`src/rtl/tick_timer_pkg.sv`:
```
package tick_timer_pkg;
   typedef enum logic [1:0] {
      RSEL_DIV = 2'd0,
      RSEL_CNT = 2'd1,
      RSEL_MOD = 2'd2,
      RSEL_CTL = 2'd3
   } reg_sel_e;

   localparam int CTL_EN_BIT   = 2;
   localparam int CTL_RATE_LSB = 0;
endpackage

```
`src/rtl/tick_base.sv`:
```
// Shared tick counter and divider register.
module tick_base #(
   parameter int TICK_W   = 8,
   parameter int DIV_LOG2 = 6,
   parameter int DATA_W   = 8
) (
   input  logic              clk,
   input  logic              rst_n,
   input  logic              tick_i,
   input  logic              clear_i,
   output logic              step_o,
   output logic [TICK_W-1:0] tick_next_o,
   output logic [DATA_W-1:0] div_o
);
   generate
      if (DIV_LOG2 < 1 || DIV_LOG2 > TICK_W) begin : g_bad_div
         $error("DIV_LOG2 must lie in 1..TICK_W");
      end
   endgenerate

   logic [TICK_W-1:0] tick_q;
   logic [DATA_W-1:0] div_q;

   assign step_o      = tick_i && !clear_i;
   assign tick_next_o = tick_q + TICK_W'(1);

   always_ff @(posedge clk) begin
      if (!rst_n || clear_i) begin
         tick_q <= '0;
         div_q  <= '0;
      end else if (tick_i) begin
         tick_q <= tick_next_o;
         if (tick_next_o[DIV_LOG2-1:0] == '0)
            div_q <= div_q + DATA_W'(1);
      end
   end

   assign div_o = div_q;
endmodule

```
`src/rtl/tick_rate.sv`:
```
// Rate selection: a step fires when the advanced tick count is zero under the selected mask.
module tick_rate #(
   parameter int TICK_W    = 8,
   parameter int SEL0_LOG2 = 8,
   parameter int SEL1_LOG2 = 2,
   parameter int SEL2_LOG2 = 4,
   parameter int SEL3_LOG2 = 6
) (
   input  logic              step_i,
   input  logic              enable_i,
   input  logic [1:0]        rate_i,
   input  logic [TICK_W-1:0] tick_next_i,
   output logic              fire_o
);
   logic [TICK_W-1:0] mask_tab [4];

   generate
      for (genvar g = 0; g < 4; g++) begin : g_mask
         localparam int LG = (g == 0) ? SEL0_LOG2 :
                             (g == 1) ? SEL1_LOG2 :
                             (g == 2) ? SEL2_LOG2 : SEL3_LOG2;
         if (LG < 1 || LG > TICK_W) begin : g_bad_lg
            $error("rate exponent out of range for tick counter width");
         end
         assign mask_tab[g] = TICK_W'((64'd1 << LG) - 64'd1);
      end
   endgenerate

   assign fire_o = step_i && enable_i && ((tick_next_i & mask_tab[rate_i]) == '0);
endmodule

```
`src/rtl/tick_count.sv`:
```
// Timer counter with modulo reload and interrupt pulse.
module tick_count #(
   parameter int DATA_W = 8
) (
   input  logic              clk,
   input  logic              rst_n,
   input  logic              fire_i,
   input  logic              cnt_wr_i,
   input  logic              mod_wr_i,
   input  logic [DATA_W-1:0] wdata_i,
   output logic [DATA_W-1:0] cnt_o,
   output logic [DATA_W-1:0] mod_o,
   output logic              irq_o
);
   logic [DATA_W-1:0] cnt_q;
   logic [DATA_W-1:0] mod_q;
   logic              irq_q;
   logic              wrap;

   assign wrap = fire_i && (cnt_q == '1);

   always_ff @(posedge clk) begin
      if (!rst_n) begin
         cnt_q <= '0;
         mod_q <= '0;
         irq_q <= 1'b0;
      end else begin
         irq_q <= wrap && !cnt_wr_i;
         if (cnt_wr_i)
            cnt_q <= wdata_i;
         else if (wrap)
            cnt_q <= mod_q;
         else if (fire_i)
            cnt_q <= cnt_q + DATA_W'(1);
         if (mod_wr_i)
            mod_q <= wdata_i;
      end
   end

   assign cnt_o = cnt_q;
   assign mod_o = mod_q;
   assign irq_o = irq_q;
endmodule

```
`src/rtl/tick_timer.sv`:
```
module tick_timer
   import tick_timer_pkg::*;
#(
   parameter int TICK_W    = 8,
   parameter int DIV_LOG2  = 6,
   parameter int SEL0_LOG2 = 8,
   parameter int SEL1_LOG2 = 2,
   parameter int SEL2_LOG2 = 4,
   parameter int SEL3_LOG2 = 6,
   parameter int DATA_W    = 8
) (
   input  logic              clk,
   input  logic              rst_n,
   input  logic              tick_i,
   input  logic [1:0]        reg_sel_i,
   input  logic              wr_en_i,
   input  logic              rd_en_i,
   input  logic [DATA_W-1:0] wr_data_i,
   output logic [DATA_W-1:0] rd_data_o,
   output logic              irq_o
);
   localparam int CTL_USED = 3;

   generate
      if (DATA_W <= CTL_USED) begin : g_bad_width
         $error("DATA_W must exceed the control field width");
      end
   endgenerate

   reg_sel_e          sel;
   logic              div_wr, cnt_wr, mod_wr, ctl_wr;
   logic              step, fire;
   logic [TICK_W-1:0] tick_next;
   logic [DATA_W-1:0] div_val, cnt_val, mod_val;
   logic              ctl_en;
   logic [1:0]        ctl_rate;

   assign sel    = reg_sel_e'(reg_sel_i);
   assign div_wr = wr_en_i && (sel == RSEL_DIV);
   assign cnt_wr = wr_en_i && (sel == RSEL_CNT);
   assign mod_wr = wr_en_i && (sel == RSEL_MOD);
   assign ctl_wr = wr_en_i && (sel == RSEL_CTL);

   always_ff @(posedge clk) begin
      if (!rst_n) begin
         ctl_en   <= 1'b0;
         ctl_rate <= 2'd0;
      end else if (ctl_wr) begin
         ctl_en   <= wr_data_i[CTL_EN_BIT];
         ctl_rate <= wr_data_i[CTL_RATE_LSB +: 2];
      end
   end

   tick_base #(.TICK_W(TICK_W), .DIV_LOG2(DIV_LOG2), .DATA_W(DATA_W)) u_base (
      .clk         (clk),
      .rst_n       (rst_n),
      .tick_i      (tick_i),
      .clear_i     (div_wr),
      .step_o      (step),
      .tick_next_o (tick_next),
      .div_o       (div_val)
   );

   tick_rate #(
      .TICK_W(TICK_W), .SEL0_LOG2(SEL0_LOG2), .SEL1_LOG2(SEL1_LOG2),
      .SEL2_LOG2(SEL2_LOG2), .SEL3_LOG2(SEL3_LOG2)
   ) u_rate (
      .step_i      (step),
      .enable_i    (ctl_en),
      .rate_i      (ctl_rate),
      .tick_next_i (tick_next),
      .fire_o      (fire)
   );

   tick_count #(.DATA_W(DATA_W)) u_count (
      .clk      (clk),
      .rst_n    (rst_n),
      .fire_i   (fire),
      .cnt_wr_i (cnt_wr),
      .mod_wr_i (mod_wr),
      .wdata_i  (wr_data_i),
      .cnt_o    (cnt_val),
      .mod_o    (mod_val),
      .irq_o    (irq_o)
   );

   always_comb begin
      rd_data_o = '0;
      if (rd_en_i) begin
         unique case (sel)
            RSEL_DIV: rd_data_o = div_val;
            RSEL_CNT: rd_data_o = cnt_val;
            RSEL_MOD: rd_data_o = mod_val;
            RSEL_CTL: rd_data_o = {{(DATA_W-CTL_USED){1'b1}}, ctl_en, ctl_rate};
         endcase
      end
   end
endmodule

```
`config.mk`:
```
export PLATFORM = sky130hd
export DESIGN_NAME = tick_timer
export DESIGN_NICKNAME = d
export VERILOG_FILES = /design/src/rtl/tick_timer_pkg.sv /design/src/rtl/tick_base.sv /design/src/rtl/tick_rate.sv /design/src/rtl/tick_count.sv /design/src/rtl/tick_timer.sv
export SDC_FILE = /design/constraint.sdc
export NUM_CORES = 1
export LEC_CHECK = 0
export BUFFER_PORTS_ARGS = -buffer_cell sky130_fd_sc_hd__buf_4
export CORE_MARGIN = 10
export CORE_UTILIZATION = 60
export DETAILED_ROUTE_END_ITERATION = 8
export PLACE_DENSITY = 0.86
export RECOVER_POWER = 50
export SETUP_SLACK_MARGIN = 0.02
export SLEW_MARGIN = 20
export SYNTH_ARGS = -nofsm -noshare
export SYNTH_HDL_FRONTEND = slang
export SYNTH_HIERARCHICAL = 1
export SYNTH_SLANG_ARGS = --single-unit
```
`constraint.sdc`:
```
create_clock -name clk -period 5.2 [get_ports clk]
set_input_delay 0.52 -clock clk [delete_from_list [all_inputs] [get_ports clk]]
set_output_delay 0.52 -clock clk [all_outputs]
set_load 0.01 [all_outputs]
```
==> results of run 1 <==
==> power by group through the flow <==
stage / Clock (mW) / Combinational, mW / Sequential [mW]
2_1_floorplan: 0 / 0.0393 / 0.293
3_3_place_gp: 0 / 0.0575 / 0.296
3_5_place_dp: 0 / 0.0587 / 0.296
4_1_cts: 0.246 / 0.0590 / 0.290
5_1_grt: 0.256 / 0.0648 / 0.291
6_report: 0.241 / 0.0586 / 0.290
==> worst register-to-register path, cell delays in order, from the launching register on <==
cell and delay, ps:
dfxtp_1 480, and3_1 320, and2_1 190, nand2_1 70, xnor2_1 110, o21ai_0 140, o2111a_1 400, and3_1 260
nand4_2 230, o32ai_2 300, a31o_1 120
==> flip-flops by register name, indices dropped and copies added (netlist names) <==
register,cells
u_base/tick_q,8
u_count/irq_o,1
u_base/div_o,8
u_count/mod_o,8
ctl_en,1
ctl_rate,2
u_count/cnt_o,8
==> routing by layer <==
metal,part of all wire [%],vias up,track usage [%]
met4,0.64,0,3.81
met3,8.6,4,4.64
li1,-,932,-
met5,0,-,0
met2,45,80,23.4
met1,46,857,19.7
==> path summary, 6_finish.rpt <==
check / from / end / slack [ps] / cells after the start
max: u_base/tick_q[2] / u_count/cnt_o[5] / 2530 / 10
min: wr_data_i[5] / u_count/mod_o[5] / 480 / 3
max reg2reg: u_base/tick_q[2] / u_count/cnt_o[5] / 2530 / 10
min reg2reg: u_base/div_o[7] / u_base/div_o[7] / 480 / 2
==> area by class of cell <==
type                       instances  area share [%]
sequential                        36            29.4
inverter                          10            1.53
tap                               48            2.45
timing repair buffer              23            6.73
clock buffer                       6            2.96
clock inverter                     2            1.43
multi-input combinational        186            55.5
==> stage by stage <==
stage | cell area [sq um] | std cells
2_1_floorplan | 2240 | 251
3_3_place_gp | 2350 | 303
3_5_place_dp | 2350 | 303
6_report | 2450 | 311
4_1_cts | 2460 | 311
5_1_grt | 2450 | 311
==> cells by family (layout without fill, tap and decap cells) <==
family                     after synthesis  after routing  synth area share, %
buffers and inverters                   29             41                 6.94
muxes                                   23             23                 12.8
adders and majority gates                5              5                 2.80
xor gates and xnor gates                16             16                 6.26
AOI/OAI and AO/OA                       47             47                 15.0
and+or+nand+nor                         95             95                 24.0
DFF                                     36             36                 32.2
==> cells in the final DEF, fill, tap and decap left out, types with 2 or more instances in the layout <==
master	Yosys	layout
and3_1	7	7
xor2_1	10	10
mux2i_1	14	14
mux4_1	2	2
o22ai_1	3	3
ha_1	5	5
a21oi_1	16	16
or4_1	6	6
nand3_1	7	7
inv_1	7	7
nand2_1	21	21
o21ai_1	2	2
nand4_1	3	3
mux2_2	5	5
o221a_2	5	5
and4_1	2	2
xnor2_1	6	6
nor3b_1	6	6
nor2_1	20	20
and2_1	8	8
nor3_1	2	2
clkbuf_1	8	3
or3_1	2	2
o31ai_1	6	6
nand2b_1	2	2
inv_2	2	2
o21ai_0	5	5
buf_4	3	21
dfxtp_1	36	36
clkbuf_8	0	5
==> cell usage after synthesis, drive strengths merged, types with 2 or more instances <==
cell / count
nor2: 20
nand3: 7
xnor2: 6
a21oi: 16
o31ai: 6
buf: 11
inv: 9
mux4: 3
mux2: 5
and3: 7
nand4: 4
o22ai: 3
mux2i: 15
o221a: 5
and2: 8
nor3: 3
xor2: 10
nand2: 21
o32ai: 2
or4: 6
nand2b: 2
o21ai: 7
dfxtp: 36
nor3b: 6
or3: 3
clkbuf: 8
ha: 5
and4: 2
==> run summary, run 1 <==
The post-synthesis async set-or-reset flop share came out at 0%. The cell type with the largest total area after synthesis is dfxtp_1. The area fraction of the dominant cell type after synthesis came out at 32.2%.

The floorplan step set the die width to 81.1 microns. The die boundary height came out at 81.1 microns. The number of standard cells after synthesis came out at 251. The final setup violation count is 0.

For the worst setup path, the data arrival time is 2910 ps. TritonCTS built the clock tree. The first-pass iteration count of the detailed router came out at 4. The clock group share of total power came out at 40.9%. The DRC violation total after the first TritonRoute iteration is 268. At the pin with the least slew margin, the transition time is 916 ps. In the post-synthesis netlist, the biggest area contributors are dfxtp_1 (32%), mux2i_1 (6.3%), xor2_1 (3.9%), a21oi_1 (3.6%), nand2_1 (3.5%).

The total grt overflow came out at 0. The insertion delay of the later-clocked pin in the worst-skew pair is 280 ps. The number of warnings reported in the yosys synthesis log came out at 6. The slowest stage cell on the critical path is dfxtp_1. The number of design rule violations left after detail routing is 0. At the worst endpoint, the required time is 5440 ps.

The switching part of the total came out at 23.2%. The total of buffers placed on input and output ports is 23. The area of the mapped netlist came out at 2240 sq um.

For this design, the CTS-stage hold fixing added 0 buffers. In the synthesized netlist the dominant register cell turns out to be dfxtp_1. The largest buffer count on any clock path is 2. The total of flip-flops plus latches after synthesis came out at 36.

The routability congestion estimate came out at roughly 0.84. The power share of the sequential group came out at between 40 and 50%. The net switching power of the design is around 0.14 mW.

The number of CTS-inserted buffers is 5. Along the worst path, the maximum fanout reaches 9. The worst hold-check slack is 479 ps. The number of endpoints with negative hold slack in the final report came out at 0. The final core utilization came out at 67.5%. The routed design has 4860 microns of wire. The min-delay analysis places its worst path in the category in2reg. The post-detailed-route wirelength per cell came out at 15.6 microns. The mean area per synthesized cell is between 8 and 9 sq um. The post-CTS resize count came out at 0.

The count of antenna-violating nets left after detailed routing is 0. The half-perimeter wire length after detailed placement is approximately 3600 microns. STA classifies the critical path startpoint as a register.

The internal power of the cells came out at 0.453 mW. The post-route netlist has 18.3% of its cells at a drive strength greater than 1. Setup repair after global routing left no endpoint under its margin. The final max-slew violation count was 0. The critical path's most frequent cell is and3_1. The post-synthesis to final-layout area growth came out at 9.62%. At the placement stage, the worst setup path has a slack of 2620 ps.

The final-layout fill cell count came out at 320. STA classifies the critical path endpoint as a register. The die covers 6570 sq um.

The initial antenna violation count was 0. The worst IR drop on VDD is 0.204 mV. After floorplanning, the core was divided into 22 placement rows.

The ratio of total power to cell area came out at 240 nW/um^2. The kind of cell adding the most delay to the critical path is simple AND/OR/NAND/NOR gates. In the final design database the tool counted approximately 280 nets.

The count of maximum capacitance violations is 0. The initial utilization of the core area, before any placement, comes to between 60% and 70%. The tree is rooted in a clkbuf_8.

The critical path goes through and3_1 > and2_1 > nand2_1 > xnor2_1 > o21ai_0 > o2111a_1 > and3_1 > nand4_2 > o32ai_2 > a31o_1. The overall routing resource usage is 15.0%. The number of nets in the synthesized netlist came out at 271. The number of enable-type register cells in the synthesized netlist came out at 0. Summing all multi-input logic gate instances after layout gives 1360 sq um. The number of sinks on the clock net is 36. The largest stage delay on the critical path is approximately 480 ps.

The routed design could run at a clock period as short as ~2700 ps. The area used by sequential logic in the layout came out at 721 sq um. The repair_antennas step left the layout with diodes totalling 0. The type of the worst setup path is reg2reg. The leakage power came out at about 0.96 nW.

The share of total power dissipated in combinational logic is 9.9%. The number of post-CTS setup repair buffers is 0. The global-route wire length before repair came out at between 8000 and 9000 microns. Based on the critical path, the design can be clocked at up to 374 MHz. The setup slack after layout is 2530 ps. The portion of the post-synthesis area used by sequential elements is 32.2%. The worst-case clock skew came out at 5.22 ps. The clock-pin slew of the registers on the worst-case setup and hold paths came out at 70 ps. The via count of the first global-routing pass is roughly 1700. The final cycle utilization of the critical path came out at a little over 50%. In this run the count of I/O pins placed on the die edge is 24. The design draws a little under 0.6 mW.

Yosys mapped the design onto 53 distinct sky130hd cell types. The run finished with clean final reports. The tightest slew margin relative to the limit came out at 38.7%. The placeable core area came out at 3630 sq um. Adding up every negative setup slack in the final design gives 0 ps. The via count came out at roughly 1900.

The clock tree synthesis step divided the H-tree into 2 levels. Entering global routing, the biggest net connects 21 pins. After detailed routing, the number of vias per cell comes to 6.02.

The worst path buffer plus inverter count came out at 0.
Power figures use the tool's default switching activity.
==> inputs of run 2 (changes only) <==
--- a/config.mk
+++ b/config.mk
@@ -7,9 +7,9 @@
 export LEC_CHECK = 0
 export BUFFER_PORTS_ARGS = -buffer_cell sky130_fd_sc_hd__buf_4
 export CORE_MARGIN = 10
-export CORE_UTILIZATION = 60
+export CORE_UTILIZATION = 58
 export DETAILED_ROUTE_END_ITERATION = 8
-export PLACE_DENSITY = 0.86
+export PLACE_DENSITY = 0.84
 export RECOVER_POWER = 50
 export SETUP_SLACK_MARGIN = 0.02
 export SLEW_MARGIN = 20
==> constraint.sdc (replaced) <==
create_clock -name clk -period 2.7 [get_ports clk]
set_input_delay 0.27 -clock clk [delete_from_list [all_inputs] [get_ports clk]]
set_output_delay 0.27 -clock clk [all_outputs]
set_load 0.01 [all_outputs]
==> run 2 against run 1 <==
Clock power increased by 110%; via count increased by 4.6%; total power is 100% higher; final area grew 1.6%; die area increased by 2.6%; largest cell class unchanged; fmax up 8.6%; sequential cell count unchanged; core utilization barely moved; register-to-register slack got worse by 2300 ps; wire length increased by 7.5%; sequential power grew 92%.
==> run summary, run 2 (synthesized netlist as in run 1, its figures left out) <==
Following the worst setup path forward leads to its endpoint at u_count/cnt_o[1]. The peak fanout along the critical path came out at 6. The final max-slew violation count is 0. TritonCTS built the clock tree. The category of the worst setup path capture point is a register. The worst IR drop on VDD came out at 0.467 mV. The launching point of the worst reg2reg path is u_base/tick_q[0]. The die boundary height came out at 82.1 microns.

The type of the worst setup path is reg2reg. The number of hold buffers added after cts is 0. The placeable core area is 3690 sq um. The initial antenna violation count came out at 0.

STA classifies the critical path startpoint as a register. The total grt overflow is 0. After routing the design area is ~2500 sq um. The capture instance of the worst register-to-register path is u_count/cnt_o[1].

Once the floorplan was initialized, standard cells occupied between 60% and 70% of the core. The largest buffer count on any clock path came out at 2. The congestion estimate from routability-driven global placement came to 0.870.

Once layout is complete, the cells apart from fillers number 315. The floorplan die area is 6740 sq um. After detailed placement, the total cell area comes to roughly 2400 sq um.

The final cycle utilization of the critical path is ~91%. The count of cells along the worst register-to-register path is 10. The data required time of the critical path is 2870 ps. The via count came out at 1959. The number of CTS-inserted buffers came out at 5. The total negative slack came out at 0 ps. The number of endpoints with negative hold slack in the final report was 0. For this design the static power due to leakage is slightly below 1 nW. The count of antenna-violating nets left after detailed routing is 0. The internal reg-to-reg setup slack is 240 ps. The run finished with clean final reports. The CTS root buffer is clkbuf_8.

The ratio of total power to cell area is 478 nW/um^2. The half-perimeter wire length after detailed placement came out at ~3800 microns. The sum of internal, switching and leakage power came out at roughly 1.2 mW. The worst hold-check slack came out at 224 ps. The fmax came out at 406 MHz. The count of nets after finishing is 286. The tightest slew margin relative to the limit is a little under three fifths. In the layout the commonest cells are dfxtp_1 (36), buf_4 (22), nand2_1 (21), nor2_1 (20), a21oi_1 (16). After detailed routing, the number of remaining DRC violations is 0.

In this run, the number of DRC markers left after iteration 0 of detailed routing was 211. The total I/O pin count came out at 24. Buffers placed on the I/O ports in this run total 23. In this run the worst hold path is classified as in2reg. The global-route wire length before repair is just under 9000 microns. The width of the die came out at 82.1 microns. The signal on the critical path passes through ha_1 > nand3_1 > nor2_1 > xor2_1 > o21ai_0 > o2111a_2 > and3_1 > nand4_2 > mux2i_1 > o22ai_1. The count of maximum capacitance violations is 0. The actual transition at the worst max-transition pin came out at 642 ps.

The final setup violation count came out at 0. The slowest stage cell on the critical path is dfxtp_1. The library cell used most frequently in the layout, excluding fill and tap cells, is dfxtp_1. The per-cell via count in the routed design is between 6 and 7. At the later pin of the worst-skew pair, clock insertion delay measures 290 ps. The post-detailed-route wirelength per cell came out at 16.6 microns.

The number of antenna cells inserted is 0. The largest stage delay on the critical path came out at about 400 ps. Once placement completed, the tool counted placed cells totaling 307. The number of standard-cell rows in the floorplan came out at 22. Compared with the post-synthesis result, the final layout area differs by 11.4%. The clock-pin slew of the registers on the worst-case setup and hold paths is 70 ps. The via count of the first global-routing pass came out at 1820. The count of H-tree levels built during CTS came out at 2. The routed wire length is 5230 microns. STA puts the critical path data arrival time at 2630 ps. Setup repair after global routing left no endpoint under its margin.

The pin count of the biggest net entering global routing is 21. The first-pass iteration count of the detailed router came out at 5. The clock arrives with 5.49 ps of skew.

The clock net in this run drives a total of 36 sinks. In this run the worst setup path begins at u_base/tick_q[0]. The ratio of cells with drive above 1 in the final layout is a little under a fifth. In the global route stage, overall resource usage came out at between 10% and 20%.

The time the final worst path needs with I/O delays and setup is 2460 ps.
==> run 2: per-layer routing <==
layer	vias to the layer above	share of wire [%]	global-route usage (%)	routed length, microns
met1	918	46	21.8	2380
met5	-	0	0	0
met4	0	1.3	6.80	70
met2	91	45	24.8	2350
met3	11	8.3	3.78	433
li1	939	-	-	-
==> run 2: stage by stage <==
step | worst slack [ps] | utilization, %
final | 239 | 67.5
after global placement | 339 | 64.6
after detailed placement | 256 | 64.6
after CTS | 221 | 68.0
after global routing | 62.5 | 67.5
after floorplan | 272 | -
==> run 2: area by class of cell <==
cell class	count	area, sq um
multi-input cells	186	1360
fillers	319	1200
flip-flops and latches	36	721
repair buffers	27	184
clock buffers	7	96.3
well taps	48	60.1
inverters	10	37.5
clock inverters	1	30.0
==> run 2: where the power goes <==
part | internal [mW] | switching, mW | total (mW) | leakage, nW
registers | 0.543 | 0.0149 | 0.558 | 0.292
clock network | 0.326 | 0.191 | 0.517 | 0.0645
logic | 0.0539 | 0.0608 | 0.115 | 0.620
total | 0.923 | 0.267 | 1.19 | 0.976
==> run 2: how the worst min path moves through the flow <==
stage	startpoint	endpoint	slack [ps]	cells past startpoint
floorplan	rst_n	u_count/cnt_o[2]	400	1
global placement	u_base/div_o[7]	u_base/div_o[7]	470	2
detailed placement	u_base/div_o[7]	u_base/div_o[7]	470	2
CTS	wr_data_i[5]	u_count/mod_o[5]	220	3
global route	wr_data_i[7]	u_count/mod_o[7]	240	3
finish	wr_data_i[5]	u_count/mod_o[5]	220	3
==> run 2: worst max-delay path: cells and delay by family, from the launching register on <==
kind                     cells  cell delay, ps
AND/OR/NAND/NOR              4             770
AO/OA/AOI/OAI                3             550
flip-flops                   1             400
adder cells (fa/ha/maj)      1             280
multiplexers                 1             260
XOR/XNOR                     1              80
==> run 2: what timing repair did <==
item                       CTS  global route
gates resized for setup      0             1
setup buffers                0             0
setup endpoints to repair    0             4
==> inputs of run 3 (changes only) <==
--- a/config.mk
+++ b/config.mk
@@ -7,10 +7,10 @@
 export LEC_CHECK = 0
 export BUFFER_PORTS_ARGS = -buffer_cell sky130_fd_sc_hd__buf_4
 export CORE_MARGIN = 10
-export CORE_UTILIZATION = 58
+export CORE_UTILIZATION = 53
 export DETAILED_ROUTE_END_ITERATION = 8
-export PLACE_DENSITY = 0.84
-export RECOVER_POWER = 50
+export PLACE_DENSITY = 0.81
+export RECOVER_POWER = 100
 export SETUP_SLACK_MARGIN = 0.02
 export SLEW_MARGIN = 20
 export SYNTH_ARGS = -nofsm -noshare
==> constraint.sdc (replaced) <==
create_clock -name clk -period 2.2 [get_ports clk]
set_input_delay 0.22 -clock clk [delete_from_list [all_inputs] [get_ports clk]]
set_output_delay 0.22 -clock clk [all_outputs]
set_load 0.005 [all_outputs]
==> run 3 against run 2 <==
Fmax grew 13%; clock skew is essentially flat; register-to-register slack lost 220 ps; count of clock-buffer cells in the layout shrank 2; critical path depth shrank 1; total power grew 20%; final cell count grew 4.8%; wire length grew 7.3%; worst hold slack lost 58 ps; global-route usage shrank 0.86 points; combinational power grew 29%; clock power grew 15%; critical endpoint is now u_count/cnt_o[5].
==> run summary, run 3 (synthesized netlist as in run 1, its figures left out) <==
The arrival time of data at the critical path endpoint is 2430 ps. The final max-slew violation count came to 0. The via count of the first global-routing pass was 1866. For the final database, setup skew stands at 5.77 ps. The count of nets left with antenna violations once routing finished came out at 0.

The worst IR drop on VDD came out at roughly 0.43 mV. Entering global routing, the biggest net connects 17 pins. The clock drives 36 sinks.

The final cycle utilization of the critical path is 99.0%. The placeable core area is 4030 sq um. The later pin in the worst-skew pair is clocked with a latency of ~300 ps. The worst pin sits at a relative slew slack of 31.3%. After filler insertion, the fill cell instance count of the layout stands at 327. Buffers inserted to repair hold after CTS numbered 0. The post-detailed-placement cell area is 2490 sq um.

At the pin with the least slew margin, the transition time is 1000 ps. The worst setup path is launched from a register. The die boundary height is 85.0 microns. The final cell count without fillers is 330. The number of CTS-inserted buffers came out at 5. By startpoint and endpoint, the worst setup path is classified as reg2reg. The power share of the sequential group is 47.9%. The clock-pin slew of the registers on the worst-case setup and hold paths came out at 80 ps. The count of H-tree levels built during CTS is 2. Routability-driven placement finished with a final weighted congestion of 0.962. The routed design could run at a clock period as short as 2180 ps. Once layout is done, the placed cells without fillers occupy 2660 sq um. The peak fanout along the critical path is 4. The initial antenna violation count was 0. The internal reg-to-reg setup slack is 20 ps.

Setup violations remaining at the end of the flow were counted as 0. The worst-case setup slack after placement came out at 15.8 ps. The number of endpoints with negative hold slack in the final report was 0. Summed over all failing endpoints, the final setup total negative slack is 0 ps. Across the run, the number of max-cap violations was 0. The global-route wire length before repair came out at slightly above 9000 microns. The starting density of the core came out at 55.5%. The fmax came out at 459 MHz. In this run the core area contains 23 standard-cell rows.

The ratio of cells with drive above 1 in the final layout came out at 27.5%. The via count came out at 2006. The first-pass iteration count of the detailed router is 4. Hold timing on the final database bottoms out at a slack of 165 ps. During placement, the flow inserted port buffers numbering 23. Across every metal layer, demand over resource in global routing totals 15.5%. The post-synthesis to final-layout area growth is 18.7%. The longest clock path from root to sink contains 2 buffers.

Setup repair after global routing could not meet its margin everywhere. After layout, the worst setup slack is 21.9 ps. TritonCTS built the clock tree.

The die is 85.0 microns wide. The category of the worst setup path capture point is a register. Leaving out fill and tap cells, the most frequent cell in the layout is dfxtp_1. The run finished with clean final reports. The total overflow left after global routing is 0. The per-cell via count in the routed design came out at 6.08. For this block, the initial DRC count from the detailed router was 245. The count of nets after finishing came out at 299. For this design the ratio of total power to cell area is between 500 and 600 nW/um^2.

The number of design rule violations left after detail routing is 0. The multi-input logic area is roughly 1400 sq um. Summing all flip-flop and latch instances after layout gives 728 sq um. After detailed placement, the design holds a cell count of 319.

Summed over all layers, the routed wires come to 5610 microns. The total I/O pin count came out at 24. Net switching is 24.9% of the power. At the worst endpoint, the required time is 2450 ps. The leakage power came out at 1.06 nW. The post-detailed-route wirelength per cell is 17.0 microns. The internal power of the cells came out at 1.07 mW.

In the layout the commonest cells are dfxtp_1 (32), buf_4 (31), nand2_1 (19), nor2_1 (19), a21oi_1 (16). The tightest min-delay check is of the in2reg type. The half-perimeter wire length after detailed placement came out at just over 4000 microns. The floorplan die area came out at just over 7000 sq um. The CTS root buffer is clkbuf_8. The clock group share of total power came out at 41.7%.

The combinational group share of total power came out at between 10% and 20%. The net switching power of the design is 0.355 mW. The number of antenna cells inserted came out at 0.
==> run 3: changes by cell type in the layout (fill, tap and decap cells not counted), moves of 3 or more <==
| cell | before | now |
|---|---|---|
| buf_4 | 22 | 31 |
| clkbuf_4 | 0 | 3 |
| dfxtp_1 | 36 | 32 |
| and2_0 | 0 | 3 |
| dfxtp_2 | 0 | 3 |
| and2_1 | 8 | 3 |
==> run 3: final timing paths <==
kind	from	endpoint	depth (start not counted)
worst max-delay path	u_base/tick_q[0]	u_count/cnt_o[5]	9
worst min-delay path	wr_data_i[7]	u_count/mod_o[7]	3
worst max register to register	u_base/tick_q[0]	u_count/cnt_o[5]	9
worst min register to register	u_base/div_o[7]	u_base/div_o[7]	2
==> run 3: metrics by stage <==
step | utilization [%] | power (mW)
after floorplan | - | 0.785
after global placement | 61.7 | 0.844
after detailed placement | 61.7 | 0.848
after CTS | 64.7 | 1.43
after global routing | 65.9 | 1.48
final | 65.9 | 1.43
==> run 3: timing repair <==
item	in CTS	in global routing
buffers inserted	0	3
pin swaps	1	6
endpoints found under the setup margin	2	8
gates resized for setup	2	10
==> run 3: cell type report <==
cell class | count | area share (%)
timing repair buffer | 40 | 11.1
inverter | 10 | 1.41
multi-input combinational | 186 | 53.5
clock inverter | 3 | 1.60
sequential | 36 | 27.4
tap | 50 | 2.36
clock buffer | 5 | 2.59
==> run 3: metal layers <==
| layer | share of wire [%] | wire length (microns) | global-route usage, % | up-vias |
|---|---|---|---|---|
| li1 | - | - | - | 971 |
| met1 | 46 | 2560 | 19.9 | 958 |
| met2 | 47 | 2630 | 24.3 | 68 |
| met3 | 5.6 | 316 | 3.44 | 9 |
| met4 | 1.9 | 106 | 6.29 | 0 |
| met5 | 0 | 0 | 0 | - |
==> run 3: worst max-delay path: stages (launching register included) <==
cell and delay [ps]:
dfxtp_2 330, ha_1 210, buf_4 150, xor2_1 140
o21bai_1 170, o2111a_2 280, inv_2 50, or3_4 400
o32ai_4 260, a31o_1 130
==> run 3: power groups by stage <==
stage	registers (mW)	clock network, mW	logic [mW]
final	0.685	0.596	0.148
after CTS	0.685	0.601	0.149
after detailed placement	0.700	0	0.148
after global routing	0.686	0.628	0.163
after floorplan	0.694	0	0.0915
after global placement	0.700	0	0.144
